## src/rtl/irq_accept_unit.sv

```systemverilog
module irq_accept_unit #(
  parameter int NCH      = 8,
  parameter int LVLW     = 3,
  parameter int EXT_COMP = 1,
  parameter int LATW     = 8,
  parameter int CHW      = (NCH > 1) ? $clog2(NCH) : 1
) (
  input  logic                 clk,
  input  logic                 rst_n,
  input  logic [NCH-1:0]       src_flag,
  input  logic [NCH-1:0]       en_flag,
  input  logic [NCH*LVLW-1:0]  ch_level,
  input  logic                 global_ie,
  input  logic                 insn_boundary,
  input  logic                 mask_load,
  input  logic [LVLW-1:0]      mask_wdata,
  input  logic                 sp_internal,
  input  logic                 sp_odd,
  output logic [NCH-1:0]       irq_req,
  output logic                 win_valid,
  output logic [CHW-1:0]       win_chan,
  output logic [LVLW-1:0]      win_level,
  output logic                 accept,
  output logic [CHW-1:0]       acc_chan,
  output logic [LVLW-1:0]      cur_mask,
  output logic [LATW-1:0]      entry_cycles,
  output logic [LATW-1:0]      return_cycles
);

  localparam logic [LVLW-1:0] NO_IRQ = {LVLW{1'b1}};

  assign irq_req = src_flag & en_flag;

  always_comb begin
    win_valid = 1'b0;
    win_chan  = '0;
    win_level = NO_IRQ;
    for (int i = 0; i < NCH; i++) begin
      if (irq_req[i] && ch_level[i*LVLW +: LVLW] != NO_IRQ &&
          (!win_valid || ch_level[i*LVLW +: LVLW] < win_level)) begin
        win_valid = 1'b1;
        win_chan  = CHW'(i);
        win_level = ch_level[i*LVLW +: LVLW];
      end
    end
  end

  logic level_ok, take;
  assign level_ok = win_valid && (win_level < cur_mask);
  assign take     = level_ok && global_ie && insn_boundary;

  always_ff @(posedge clk or negedge rst_n) begin
    if (!rst_n) begin
      cur_mask <= NO_IRQ;
      accept   <= 1'b0;
      acc_chan <= '0;
    end else begin
      accept <= take;
      if (take) begin
        cur_mask <= win_level;
        acc_chan <= win_chan;
      end else if (mask_load) begin
        cur_mask <= mask_wdata;
      end
    end
  end

  logic [LATW-1:0] comp;
  assign comp = sp_internal ? (sp_odd ? LATW'(2) : LATW'(0)) : LATW'(EXT_COMP);
  assign entry_cycles  = LATW'(24) + LATW'(6) * comp;
  assign return_cycles = LATW'(15) + LATW'(6) * comp;

endmodule


```

## config.mk

```make
export PLATFORM = sky130hd
export DESIGN_NAME = irq_accept_unit
export DESIGN_NICKNAME = d
export VERILOG_FILES = /design/src/rtl/irq_accept_unit.sv
export SDC_FILE = /design/constraint.sdc
export NUM_CORES = 1
export LEC_CHECK = 0
export BUFFER_PORTS_ARGS = -buffer_cell sky130_fd_sc_hd__buf_4
export CAP_MARGIN = 20
export CELL_PAD_IN_SITES_DETAIL_PLACEMENT = 0
export CELL_PAD_IN_SITES_GLOBAL_PLACEMENT = 1
export CORE_MARGIN = 2
export CORE_UTILIZATION = 34
export DETAILED_ROUTE_END_ITERATION = 6
export PLACE_DENSITY_LB_ADDON = 0.1
export RECOVER_POWER = 50
export SLEW_MARGIN = 40
export SYNTH_ARGS = -nofsm -noshare
export SYNTH_HDL_FRONTEND = slang
export SYNTH_SLANG_ARGS = --single-unit
```

## constraint.sdc

```tcl
create_clock -name clk -period 17.97 [get_ports clk]
set_input_delay 0 -clock clk [delete_from_list [all_inputs] [get_ports clk]]
set_output_delay 0 -clock clk [all_outputs]
set_load 0.01 [all_outputs]
```

Yosys cells after proc, flatten, opt, wreduce, memory -nomap -nowiden
Index checks and enable logic that the tools add are counted.

cells by class
  add/subtract/negate cells = 2
  $mul = 1
  $lt $le $gt $ge = 8
  equality and inequality tests = 8
  multiplexer cells = 27
  bitwise operators = 1
  reductions and logical operators = 33

operator list
  operator                                                            number
  3-bit two-way mux                                                   16
  3-bit < comparator                                                  8
  3-bit != test (second input constant)                               8
  1-bit logical AND                                                   18
  1-bit two-way mux                                                   9
  5-bit by 8-bit adder with 8-bit output (first input constant)       1
  8-bit AND                                                           1
  1-bit zero test                                                     7
  1-bit logical OR                                                    7
  4-bit by 5-bit adder with 6-bit output (first input constant)       1
  2-bit by 2-bit multiplier with 4-bit output (first input constant)  1
  2-bit two-way mux                                                   2
  2-bit nonzero test                                                  1

storage, ports and cells
  flip-flop bits (word level) = 7
  input port bits = 50
  output and inout port bits = 38
  word-level logic and storage cells = 83

Logic depth before layout (Yosys ltp)
  depth in word-level cells = 36
  depth in mapped cells = 55
  depth with buffers taken out = 54

Worst setup path before layout
No wires, ideal clock.

  path kind = input port to flip-flop
  start = input src_flag[0]
  end = register acc_chan[0]
  setup time = 0.125 ns
  arrival = 9.028 ns
  required time = 17.845 ns
  path slack = 8.817 ns
  cell stages on the path = 50
  buffers on the path = 1
  cell sequence = nand2_2 nor2_1 ha_1 a211oi_1 a211o_1 nor2b_1 nor3_1 a21oi_1 inv_1 ha_1 nand2_1 o21ai_0 mux2i_1 ha_1 nor2b_1 nand2_1 o211ai_1 o21ai_0 (+14 left out) mux2i_1 ha_1 nor2_1 o21bai_1 and2_1 o31a_1 mux2_4 ha_1 or4_1 o21a_1 a22oi_4 ha_1 nand2_1 nand3_1 a211oi_1 nand2_1 o21ai_4 mux2_4

between the ends
  word-level cells in the longest chain between the ends = 35
  elaborated cells between the ends (all ways) = 57
  those cells by class = order compare: 8; mux: 23; bitwise: 1; reduce/logical: 25

ends and longest elaborated chain
  element                                                 RTL line  source
  start, declared                                         10        input logic [NCH-1:0] src_flag,
  8-bit AND *                                             32        assign irq_req = src_flag & en_flag;
  1-bit logical AND *                                     39        if (irq_req[i] && ch_level[i*LVLW +: LVLW] != NO_IRQ &&
  3-bit two-way mux or 1-bit two-way mux (tied branches)  39
  3-bit < comparator or 1-bit zero test (tied branches)   40        (!win_valid || ch_level[i*LVLW +: LVLW] < win_level)) begin
  1-bit logical OR                                        40
  1-bit logical AND                                       39
  3-bit two-way mux or 1-bit two-way mux (tied branches)  39
  3-bit < comparator or 1-bit zero test (tied branches)   40
  (+20 left out)                                          n/a
  1-bit logical OR                                        40
  1-bit logical AND                                       39
  3-bit two-way mux *                                     39
  via win_level[2]                                        22        output logic [LVLW-1:0] win_level,
  3-bit < comparator *                                    49        assign level_ok = win_valid && (win_level < cur_mask);
  1-bit logical AND *                                     49
  1-bit logical AND * (2 in series)                       50        assign take = level_ok && global_ie && insn_boundary;
  via take                                                48        logic level_ok, take;
  end signal, assigned                                    61        acc_chan <= win_chan;
  end, declared                                           24        output logic [CHW-1:0] acc_chan,

Mark *: on every way through the listed nets, which the timed path passes. The rest lies on a longest branch.
A chain may end at the register's enable or synchronous reset.

Worst setup path after layout
  start = input src_flag[0]
  end = register acc_chan[1]

between the ends
  word-level cells in the longest chain between the ends = 35
  elaborated cells between the ends (all ways) = 56
  those cells by class = order compare: 8; mux: 22; bitwise: 1; reduce/logical: 25

ends and longest elaborated chain
  element                                                 RTL line
  8-bit AND *                                             32
  1-bit logical AND *                                     39
  3-bit two-way mux or 1-bit two-way mux (tied branches)  39
  3-bit < comparator or 1-bit zero test (tied branches)   40
  1-bit logical OR                                        40
  1-bit logical AND                                       39
  3-bit two-way mux or 1-bit two-way mux (tied branches)  39
  3-bit < comparator or 1-bit zero test (tied branches)   40
  (+19 left out)                                          n/a
  3-bit < comparator or 1-bit zero test (tied branches)   40
  1-bit logical OR                                        40
  1-bit logical AND                                       39
  3-bit two-way mux                                       39
  3-bit < comparator                                      49
  1-bit logical AND *                                     49
  1-bit logical AND * (2 in series)                       50
  via take                                                48

Marked as above.

==> summary.txt <==
Outcome
  • Status: completed

STA
  • F_max: 0.0950 GHz
  • Slew @ Worst Pin: 579 ps
  • Setup TNS Final: 0 ps
  • Clock Skew: approximately 1.6 ps
  • Setup ws final: between 7000 and 8000 ps
  • RSZ-0062 raised after global routing: false
  • Final Cycle Share: 0.586
  • Fin. max-slew vios: 0
  • Slew HR: 0.614
  • Fin. Hold Viols: 0
  • Tmin final: 10,530 ps
  • Final setup fails: 0

Finish
  • Fin nets: ~380
  • Final Util: 0.472
  • Commonest non-fill, non-tap cell in the layout: buf_4
  • Area growth syn-to-layout: 35.0%
  • Most frequent cells in the layout: 68 x buf_4, 35 x nand2_1, 26 x inv_1
  • Share of layout cells above drive strength 1: 0.304
  • Finished Cell Area: 2380 µm²
  • Antenna diodes: 0

Setup path
  • Worst r2r src: cur_mask[2]
  • Nature of the critical path endpoint: flop
  • WP data required: approximately 18,000 ps
  • Crit path kind: input pin to flop
  • CP arrival: 10,630 ps
  • Crit path top cell by count: ha_1
  • Worst path max stage delay: 540 ps
  • Critical path fanouts, max: 8
  • Worst flop-to-flop path endpoint: acc_chan[1]
  • Crit path buffers/inverters: 5
  • Reg2Reg Depth: 8
  • CP Capture Point: acc_chan[1]
  • Critical path launch point type: input pin
  • Slowest stage cell, crit path: or4_1
  • R2r setup slk: roughly 16,000 ps
  • WP depth: 51
  • Delay-heaviest family, CP: compound AO/OA/AOI/OAI gates
  • Worst Setup SP: src_flag[0]

Worst hold path
  • Worst hold start: mask_wdata[1]
  • HP Class: input pin to flop

Drt
  • Antenna Nets Post-Route: 0
  • Post-route DRC: 0
  • TritonRoute pass-1 iters: 5
  • DR iter-0 viols: slightly below 80
  • Vias: 1,960
  • Vias per cell: ~5
  • Detailed Route WL: approximately 4600 µm
  • DR WL/cell: about 12 µm

Synthesis
  • Synthesis Warnings: 0
  • Synth Cell Area: 1760 µm²
  • Top FF cell, synth: dfrtp_1
  • Part of the Yosys area used for sequential elements: 0.101
  • FF+latch count, synth: 7
  • Post-synth EDFFs: 0
  • Share of flip-flops with an asynchronous set or reset: 1.00
  • Unique masters post-synth: 60
  • Post-synthesis area per instance: 7.20 µm²
  • Cells after Synth: approximately 250

Floorplanning
  • Initial Util: 0.350
  • Die area: around 5800 µm²
  • Die W: ~76 µm
  • Row count: 26
  • Io pins: 88
  • Die height: ~76 µm
  • Core footprint: just over 5000 µm²

Power and ir drop
  • Clock network power share: 0.131
  • Comb power frac: 0.696
  • Leakage power: about 1.2 nW
  • Sw Ratio: 0.417
  • Pwr Density: ~70 nW/µm²
  • Net Sw Power: ~0.070 mW
  • Overall power: approximately 0.17 mW
  • Worst VDD drop: between 0.03 and 0.04 mV
  • Sequential power share: 0.173
  • P_int: between 0.09 and 0.1 mW

Place
  • Dpl ws: roughly 7200 ps
  • Hpwl dp: between 4000 and 5000 µm
  • # port buffers: 80
  • Placed inst area: 2370 µm²
  • Routability congestion estimate from global placement: 0.839

GRT
  • Overflow after GRT: 0
  • All-Layer GR Usage: 0.156
  • First-pass GRT wire length: 7900 µm
  • Initial antenna violation count: 0
  • Largest net degree at the start of global routing: 9
  • Vias in the first global route: between 1,500 and 2,000

Clocking
  • CTS Root Cell: clkbuf_8
  • CTS Buf Count: 3
  • Clock Latency Late Sink: around 220 ps
  • Post-CTS Setup Bufs: 0
  • Clk sinks: 7
  • CTS max path bufs: 2
  • Worst-path clk slew: about 40 ps
  • CTS tree: done
  • CTS H-tree depth: 1

Run
  • Number of max-cap violations: 0
## power by group through the flow
| stage | Clock, mW | Sequential [mW] | Combinational [mW] |
|---|---|---|---|
| after floorplan | 0 | 0.0315 | 0.0732 |
| after global placement | 0 | 0.0289 | 0.118 |
| after detailed placement | 0 | 0.0291 | 0.118 |
| after CTS | 0.0223 | 0.0291 | 0.119 |
| after global routing | 0.0237 | 0.0300 | 0.130 |
| final | 0.0219 | 0.0289 | 0.116 |
## Yosys cell counts (3+ instances only)
library cell / n / area share
and2_1: 5 / 0.018
nand3_1: 10 / 0.028
o21a_1: 4 / 0.017
o21ai_0: 18 / 0.051
a211oi_1: 3 / 0.013
dfrtp_1: 4 / 0.057
a211o_1: 5 / 0.025
a31oi_1: 3 / 0.011
nor2_1: 13 / 0.028
inv_1: 25 / 0.053
mux2_4: 6 / 0.051
nand2_1: 34 / 0.072
nand2b_1: 6 / 0.021
nor2b_1: 3 / 0.011
a21o_1: 3 / 0.013
a21oi_1: 10 / 0.028
ha_1: 10 / 0.071
or2_2: 3 / 0.011
o21bai_1: 3 / 0.013
or3_1: 3 / 0.011
mux2i_1: 7 / 0.040
dfstp_2: 3 / 0.045
nor3_1: 6 / 0.017
buf_4: 11 / 0.047
## metal layers
layer | vias up | share of wire | track usage
li1 | 1030 | - | -
met4 | 0 | 0.0054 | 0.0273
met1 | 857 | 0.49 | 0.214
met5 | - | 0 | 0
met3 | 4 | 0.071 | 0.0273
met2 | 69 | 0.43 | 0.260
## metrics by stage
step,instances,hold slack (ps)
final,392,94.9
after detailed placement,387,-182
after CTS,392,89.4
after global routing,392,100
after global placement,387,-184
after floorplan,250,-296
## state kept, by name (all words and copies together) (netlist names)
name / count
acc_chan: 3
accept: 1
cur_mask: 3
## area by class of cell
| class | count | area (µm²) |
|---|---|---|
| tap | 70 | 87.6 |
| inverter | 28 | 105 |
| fill | 524 | 2660 |
| sequential | 7 | 179 |
| clock buffer | 4 | 45.0 |
| timing repair buffer | 81 | 566 |
| multi-input combinational | 202 | 1400 |
## cell families after synthesis
logic type / count (synthesis) / share of synthesized area
other cells: 2 / 0.00426
mux: 13 / 0.0908
compound gates: 80 / 0.364
fa+ha+maj: 11 / 0.0767
simple gates: 91 / 0.248
flops: 7 / 0.101
buf+inv: 41 / 0.115
## how the worst min path moves through the flow
stage / endpoint / cells past startpoint / slack [ps]
after floorplan: acc_chan[0] / 0 / -300
after global placement: accept / 1 / -180
after detailed placement: acc_chan[0] / 1 / -180
after CTS: cur_mask[1] / 3 / 90
after global routing: cur_mask[1] / 3 / 100
final: cur_mask[1] / 3 / 90
## worst register-to-register path, stage by stage, from the launching register on
cell and delay, ps:
dfstp_2 520, inv_1 50, ha_1 280, nand2_1 70, nand3_1 70, a211oi_1 350
nand2_1 150, o21ai_4 290, mux2_4 330
## timing repair
item                      in CTS  in global routing
hold buffers                   1                  0
hold endpoints to repair       7                  0
gates resized for setup        0                  0
Note: power is estimated with default switching activity, not from simulation.
